File: src/rtl/bucsr_pkg.sv
package bucsr_pkg;
    localparam int WORD_W = 32;
    localparam int BYTE_W = 8;

    typedef enum logic [1:0] {
        REG_RXDATA  = 2'd0,
        REG_TXDATA  = 2'd1,
        REG_STATUS  = 2'd2,
        REG_CONTROL = 2'd3
    } reg_sel_e;

    localparam int CTL_TX_CLR = 0;
    localparam int CTL_RX_CLR = 1;
    localparam int CTL_IRQ_EN = 4;

    typedef struct packed {
        logic parity_err;
        logic frame_err;
        logic overrun;
        logic pending;
        logic tx_full;
        logic tx_empty;
        logic rx_full;
        logic rx_avail;
    } stat_t;

    typedef struct packed {
        logic rx_rd;
        logic tx_wr;
        logic stat_rd;
        logic ctrl_wr;
    } strobe_t;

    function automatic logic [WORD_W-1:0] stat_word(input stat_t s);
        return {{(WORD_W-BYTE_W){1'b0}}, s};
    endfunction
endpackage

File: src/rtl/bucsr_decode.sv
module bucsr_decode
    import bucsr_pkg::*;
#(
    parameter int ADDR_W = 4
) (
    input  logic [ADDR_W-1:0] addr,
    input  logic              rd,
    input  logic              wr,
    output reg_sel_e          sel,
    output strobe_t           stb
);
    logic unused_addr_bits;
    assign unused_addr_bits = ^{addr[1:0]};

    generate
        if (ADDR_W > 4) begin : g_hi
            logic unused_hi;
            assign unused_hi = ^addr[ADDR_W-1:4];
        end
    endgenerate

    assign sel = reg_sel_e'(addr[3:2]);

    always_comb begin
        stb         = '0;
        stb.rx_rd   = rd && (sel == REG_RXDATA);
        stb.stat_rd = rd && (sel == REG_STATUS);
        stb.tx_wr   = wr && (sel == REG_TXDATA);
        stb.ctrl_wr = wr && (sel == REG_CONTROL);
    end
endmodule

File: src/rtl/bucsr_rx_fifo.sv
module bucsr_rx_fifo #(
    parameter int DEPTH  = 8,
    parameter int BYTE_W = 8,
    localparam int PTR_W = (DEPTH > 1) ? $clog2(DEPTH) : 1,
    localparam int CNT_W = $clog2(DEPTH + 1)
) (
    input  logic              clk,
    input  logic              rst,
    input  logic              flush,
    input  logic              in_valid,
    input  logic [BYTE_W-1:0] in_data,
    output logic              in_ready,
    input  logic              pop,
    output logic [BYTE_W-1:0] head,
    output logic [CNT_W-1:0]  count,
    output logic [CNT_W-1:0]  count_nxt,
    output logic              dropped
);
    logic [BYTE_W-1:0] mem [DEPTH];
    logic [PTR_W-1:0]  wr_ptr, rd_ptr;
    logic [PTR_W-1:0]  wr_idx;
    logic              full, push, pop_ok;

    function automatic logic [PTR_W-1:0] ptr_inc(input logic [PTR_W-1:0] p);
        return (p == PTR_W'(DEPTH - 1)) ? '0 : p + PTR_W'(1);
    endfunction

    assign full     = (count == CNT_W'(DEPTH));
    assign in_ready = !full;
    assign push     = in_valid && !full;
    assign pop_ok   = pop && (count != '0);
    assign dropped  = in_valid && full;
    assign head     = mem[rd_ptr];
    assign wr_idx   = flush ? '0 : wr_ptr;

    always_comb begin
        if (flush)
            count_nxt = push ? CNT_W'(1) : '0;
        else
            count_nxt = count + CNT_W'(push) - CNT_W'(pop_ok);
    end

    always_ff @(posedge clk) begin
        if (push)
            mem[wr_idx] <= in_data;
    end

    always_ff @(posedge clk) begin
        if (rst) begin
            wr_ptr <= '0;
            rd_ptr <= '0;
            count  <= '0;
        end else begin
            count <= count_nxt;
            if (flush) begin
                rd_ptr <= '0;
                wr_ptr <= push ? ptr_inc('0) : '0;
            end else begin
                if (push)
                    wr_ptr <= ptr_inc(wr_ptr);
                if (pop_ok)
                    rd_ptr <= ptr_inc(rd_ptr);
            end
        end
    end
endmodule

File: src/rtl/bucsr_status_ctl.sv
module bucsr_status_ctl
    import bucsr_pkg::*;
#(
    parameter int CNT_W = 4
) (
    input  logic              clk,
    input  logic              rst,
    input  strobe_t           stb,
    input  logic [WORD_W-1:0] wdata,
    input  logic [CNT_W-1:0]  count,
    input  logic [CNT_W-1:0]  count_nxt,
    input  logic              full,
    input  logic              dropped,
    output logic              flush,
    output logic [WORD_W-1:0] ctrl_q,
    output logic [WORD_W-1:0] txreg_q,
    output stat_t             status,
    output logic              tx_valid,
    output logic [BYTE_W-1:0] tx_data,
    output logic              irq
);
    logic pend_q, ovr_q;

    assign flush = stb.ctrl_wr && wdata[CTL_RX_CLR];

    always_comb begin
        status            = '0;
        status.rx_avail   = (count != '0);
        status.rx_full    = full;
        status.tx_empty   = 1'b1;
        status.tx_full    = 1'b0;
        status.pending    = pend_q;
        status.overrun    = ovr_q;
        status.frame_err  = 1'b0;
        status.parity_err = 1'b0;
    end

    always_ff @(posedge clk) begin
        if (rst) begin
            ctrl_q   <= '0;
            txreg_q  <= '0;
            pend_q   <= 1'b0;
            ovr_q    <= 1'b0;
            tx_valid <= 1'b0;
            tx_data  <= '0;
        end else begin
            if (stb.ctrl_wr)
                ctrl_q <= wdata;
            if (stb.tx_wr) begin
                txreg_q <= wdata;
                tx_data <= wdata[BYTE_W-1:0];
            end
            tx_valid <= stb.tx_wr;
            pend_q   <= stb.tx_wr || (count_nxt != '0) || (pend_q && !stb.stat_rd);
            if (flush)
                ovr_q <= 1'b0;
            else if (dropped)
                ovr_q <= 1'b1;
        end
    end

    assign irq = pend_q && ctrl_q[CTL_IRQ_EN];
endmodule

File: src/rtl/byte_uart_csr.sv
module byte_uart_csr
    import bucsr_pkg::*;
#(
    parameter int RX_DEPTH = 8,
    parameter int ADDR_W   = 4,
    localparam int CNT_W   = $clog2(RX_DEPTH + 1)
) (
    input  logic                  clk,
    input  logic                  rst,
    input  logic [ADDR_W-1:0]     bus_addr,
    input  logic                  bus_rd,
    input  logic                  bus_wr,
    input  logic [WORD_W-1:0]     bus_wdata,
    output logic [WORD_W-1:0]     bus_rdata,
    input  logic                  rx_valid,
    input  logic [BYTE_W-1:0]     rx_data,
    output logic                  rx_ready,
    output logic                  tx_valid,
    output logic [BYTE_W-1:0]     tx_data,
    output logic                  irq
);
    reg_sel_e          sel;
    strobe_t           stb;
    logic              flush, dropped;
    logic [BYTE_W-1:0] head;
    logic [CNT_W-1:0]  rx_count, rx_count_nxt;
    logic [WORD_W-1:0] ctrl_word, txreg;
    stat_t             status;
    logic [WORD_W-1:0] mux;

    bucsr_decode #(.ADDR_W(ADDR_W)) dec_i (
        .addr (bus_addr),
        .rd   (bus_rd),
        .wr   (bus_wr),
        .sel  (sel),
        .stb  (stb)
    );

    bucsr_rx_fifo #(.DEPTH(RX_DEPTH), .BYTE_W(BYTE_W)) fifo_i (
        .clk       (clk),
        .rst       (rst),
        .flush     (flush),
        .in_valid  (rx_valid),
        .in_data   (rx_data),
        .in_ready  (rx_ready),
        .pop       (stb.rx_rd),
        .head      (head),
        .count     (rx_count),
        .count_nxt (rx_count_nxt),
        .dropped   (dropped)
    );

    bucsr_status_ctl #(.CNT_W(CNT_W)) ctl_i (
        .clk       (clk),
        .rst       (rst),
        .stb       (stb),
        .wdata     (bus_wdata),
        .count     (rx_count),
        .count_nxt (rx_count_nxt),
        .full      (!rx_ready),
        .dropped   (dropped),
        .flush     (flush),
        .ctrl_q    (ctrl_word),
        .txreg_q   (txreg),
        .status    (status),
        .tx_valid  (tx_valid),
        .tx_data   (tx_data),
        .irq       (irq)
    );

    always_comb begin
        unique case (sel)
            REG_RXDATA:  mux = (rx_count != '0) ? {{(WORD_W-BYTE_W){1'b0}}, head} : '0;
            REG_TXDATA:  mux = txreg;
            REG_STATUS:  mux = stat_word(status);
            REG_CONTROL: mux = ctrl_word;
            default:     mux = '0;
        endcase
    end

    assign bus_rdata = bus_rd ? mux : '0;
endmodule

File: config.mk
export PLATFORM = sky130hd
export DESIGN_NAME = byte_uart_csr
export DESIGN_NICKNAME = d
export VERILOG_FILES = /design/src/rtl/bucsr_pkg.sv /design/src/rtl/bucsr_decode.sv /design/src/rtl/bucsr_rx_fifo.sv /design/src/rtl/bucsr_status_ctl.sv /design/src/rtl/byte_uart_csr.sv
export SDC_FILE = /design/constraint.sdc
export NUM_CORES = 1
export LEC_CHECK = 0
export ABC_CLOCK_PERIOD_IN_PS = 3100
export BUFFER_PORTS_ARGS = -buffer_cell sky130_fd_sc_hd__buf_2
export CORE_MARGIN = 10
export CORE_UTILIZATION = 30
export DETAILED_ROUTE_END_ITERATION = 10
export PLACE_DENSITY = 0.53
export SKIP_LAST_GASP = 1
export SYNTH_ARGS = -nofsm -noshare
export SYNTH_HDL_FRONTEND = slang
export SYNTH_SLANG_ARGS = --single-unit
File: constraint.sdc
create_clock -name clk -period 3.1 [get_ports clk]
set_input_delay 0.465 -clock clk [delete_from_list [all_inputs] [get_ports clk]]
set_output_delay 0.465 -clock clk [all_outputs]
set_load 0.02 [all_outputs]
==> metrics.csv <==
stage,metric,value,unit
layout,final_util,37.2,%
timing,fin_tns_setup,0,ns
layout,design_area,7560,µm²
yosys,yosysWarnings,0,
yosys,yosys-top-cells-area,"edfxtp_1 31%, dfxtp_1 26%, nand2_1 9.2%, mux2i_1 6.9%, a21oi_1 6.7%",
worst_setup_path,r2r_setup_slack,0.21,ns
floorplanning,die_x,164,µm
timing,fin_skew,0.0106,ns
floorplanning,die_y,164,µm
cts,postCtsSetupBuffers,0,
yosys,synthArstFlopShare,0,%
cts,ctsLongestPathBuffers,2,
worst_setup_path,cp_max_fo,5,
timing,rsz0062_at_grt,no,
run,timing.max_cap.violations,0,
cts,htreeDepth,4,
cts,cts_buffers,17,
global_route,grt_pass1_vias,4645,
placed_design,hpwl,11100,µm
route,post_drt_wl_per_cell,16.7,µm
timing,fmaxAchievable,347,MHz
timing,holdWs,0.284,ns
yosys,synth_area,6210,µm²
floorplanning,start_util,30.6,%
worst_setup_path,critPathLaunchType,flip-flop,
status,status,"complete, no violations",
yosys,yosys.area.top_type,edfxtp_1,
layout,syn_to_final_growth,21.8,%
route,vias_per_cell,4.66,
cts,cts_root_buf,clkbuf_16,
route,drt_pre_antenna_iters,5,
cts,clk_pin_slew,0.06,ns
route,num_vias,4548,
timing,min_period,2.89,ns
timing,finalMaxSlewViolations,0,
timing,tightest_slew,0.753,ns
placed_design,gp_congestion,0.799,
power,p_leak,2.87,nW
yosys,synth_seq_cells,144,
timing,finalHoldViolations,0,
route,drt_iter0_drc,297,
yosys,synth_edf_count,64,
worst_setup_path,arrival,3.16,ns
floorplanning,die_area,26800,µm²
timing,setup_viol,0,
power,vdd_drop_max,0.397,mV
yosys,synth_seq_area_share,56.8,%
floorplanning,core.rowCount,52,
route,drc,0,
worst_setup_path,critPathKind,flip-flop to flip-flop,
floorplanning,core_area,20300,µm²
hold_path,hold_class,input pin to flip-flop,
yosys,synth_top_cell_area_share,31.0,%
global_route,grt_antenna_before_repair,4,
yosys,ys_types,42,
global_route,grt_max_degree,69,
timing,relSlewSlack,49.8,%
floorplanning,boundaryPins,92,
layout,drive_above_1_share,23.4,%
global_route,grt_usage,12.4,%
cts,insertion_delay,0.42,ns
global_route,grt.overflow.total,0,
global_route,grt_pass1_wl,25800,µm
cts,clock-sinks,144,
layout,fillers,2093,
worst_setup_path,cp.required,3.38,ns
route,wl,16300,µm
power,p_per_area,661,nW/µm²
yosys,syn_avg_cell_area,10.2,µm²
yosys,syn_inst,607,
worst_setup_path,end_kind,flip-flop,
cts,cts_tree,yes,
timing,fin_crit_sh,93.1,%
layout,fin_nets,753,
placed_design,io_buffers,89,
placed_design,dpl_cell_area,6920,µm²
route,final_antenna_net_count,0,
yosys,synth-main-ff-cell,dfxtp_1,
yosys,synth_nets,667,
==> report_power, final <==
group / total, mW / leakage, nW / internal [mW] / switching [mW]
combinational: 0.730 / 1.35 / 0.297 / 0.432
sequential: 2.13 / 1.23 / 2.08 / 0.0483
clock: 2.13 / 0.285 / 1.34 / 0.796
total: 4.99 / 2.87 / 3.72 / 1.28
==> final timing paths <==
kind	endpoint	cells past startpoint	start
setup / recovery	ctl_i.pend_q$_SDFF_PP0_	13	fifo_i.count[2]$_SDFF_PP0_
hold / removal	ctl_i.tx_data[2]$_SDFFE_PP0P_	3	bus_wdata[2]
setup reg to reg	ctl_i.pend_q$_SDFF_PP0_	13	fifo_i.count[2]$_SDFF_PP0_
hold reg to reg	ctl_i.ctrl_q[9]$_SDFFE_PP0P_	2	ctl_i.ctrl_q[9]$_SDFFE_PP0P_
==> worst max-delay path, cell delays in order, from the launching register on <==
cell and delay (ns):
dfxtp_1 0.30, inv_1 0.09, ha_1 0.15, or3b_2 0.49, nand3_4 0.12, inv_1 0.05, ha_1 0.28, inv_1 0.06
ha_1 0.20, fa_2 0.46, nor2_1 0.12, nand3_1 0.10, o32ai_2 0.23, a21oi_1 0.09
==> synthesized netlist by cell type, types with 3 or more instances <==
master / number
a21oi_1: 83
buf_2: 20
buf_4: 12
clkbuf_1: 13
dfxtp_1: 80
edfxtp_1: 64
ha_1: 10
inv_1: 11
mux2i_1: 43
mux4_1: 3
mux4_2: 6
nand2_1: 152
nand2b_1: 6
nand3_1: 13
nor2_1: 43
nor2b_1: 4
o2111ai_1: 6
o211ai_1: 5
o21ai_0: 5
or3_1: 3
==> sequential cells by signal (all words and copies together) (netlist names), named ones only <==
name / cells
fifo_i.mem: 64
ctl_i.ctrl_q: 32
ctl_i.txreg_q: 25
ctl_i.tx_data: 7
fifo_i.count: 4
fifo_i.rd_ptr: 3
fifo_i.wr_ptr: 3
ctl_i.ovr_q: 1
ctl_i.pend_q: 1
ctl_i.tx_valid: 1
==> cells by family after synthesis <==
group	after synthesis	share of synthesized area (%)
and+or+nand+nor	233	15.6
DFF	144	56.8
AOI/OAI and AO/OA	105	9.36
buffers and inverters	59	5.00
muxes	54	10.7
adders and majority gates	11	2.34
xor gates and xnor gates	1	0.141
==> layout by cell type (no fill, tap or decap), types with 4 or more instances in the layout <==
cell type and instances:
nand2_1 152, buf_2 89, a21oi_1 83, dfxtp_1 80
edfxtp_1 64, mux2i_1 43, nor2_1 42, buf_4 26
clkbuf_16 17, nand3_1 13, inv_1 11, ha_1 10
mux4_2 6, o2111ai_1 6, nand2b_1 6, o21ai_0 5
o211ai_1 5, nor2b_1 4, bufinv_16 4
==> area by class of cell <==
class	count	area [µm²]	share of cell area, %
sequential	144	3520	46.6
inverter	11	41.3	0.546
clock inverter	15	193	2.55
multi-input combinational	404	2390	31.7
antenna	1	2.50	0.0331
tap	270	338	4.47
clock buffer	17	425	5.63
timing repair buffer	115	641	8.48
==> routing by layer <==
| layer | track usage, % | routed length, µm |
|---|---|---|
| met5 | 0 | 35 |
| met1 | 16.4 | 7490 |
| met3 | 5.11 | 1310 |
| met4 | 3.53 | 153 |
| met2 | 18.3 | 7280 |
==> timing repair <==
item,4_1_cts,5_1_grt
hold buffers,0,0
setup endpoints to repair,0,1
gates resized for setup,0,3
==> through the flow <==
step                      std cells  total power, mW  worst slack, ns
after CTS                       976             5.01            0.138
final                           977             4.99            0.215
after detailed placement        944             2.87            0.152
after global routing            976             5.21           0.0203
after global placement          944             2.87            0.218
after floorplan                 607             2.64            0.276
No activity file was read; power rests on OpenSTA's default activity.
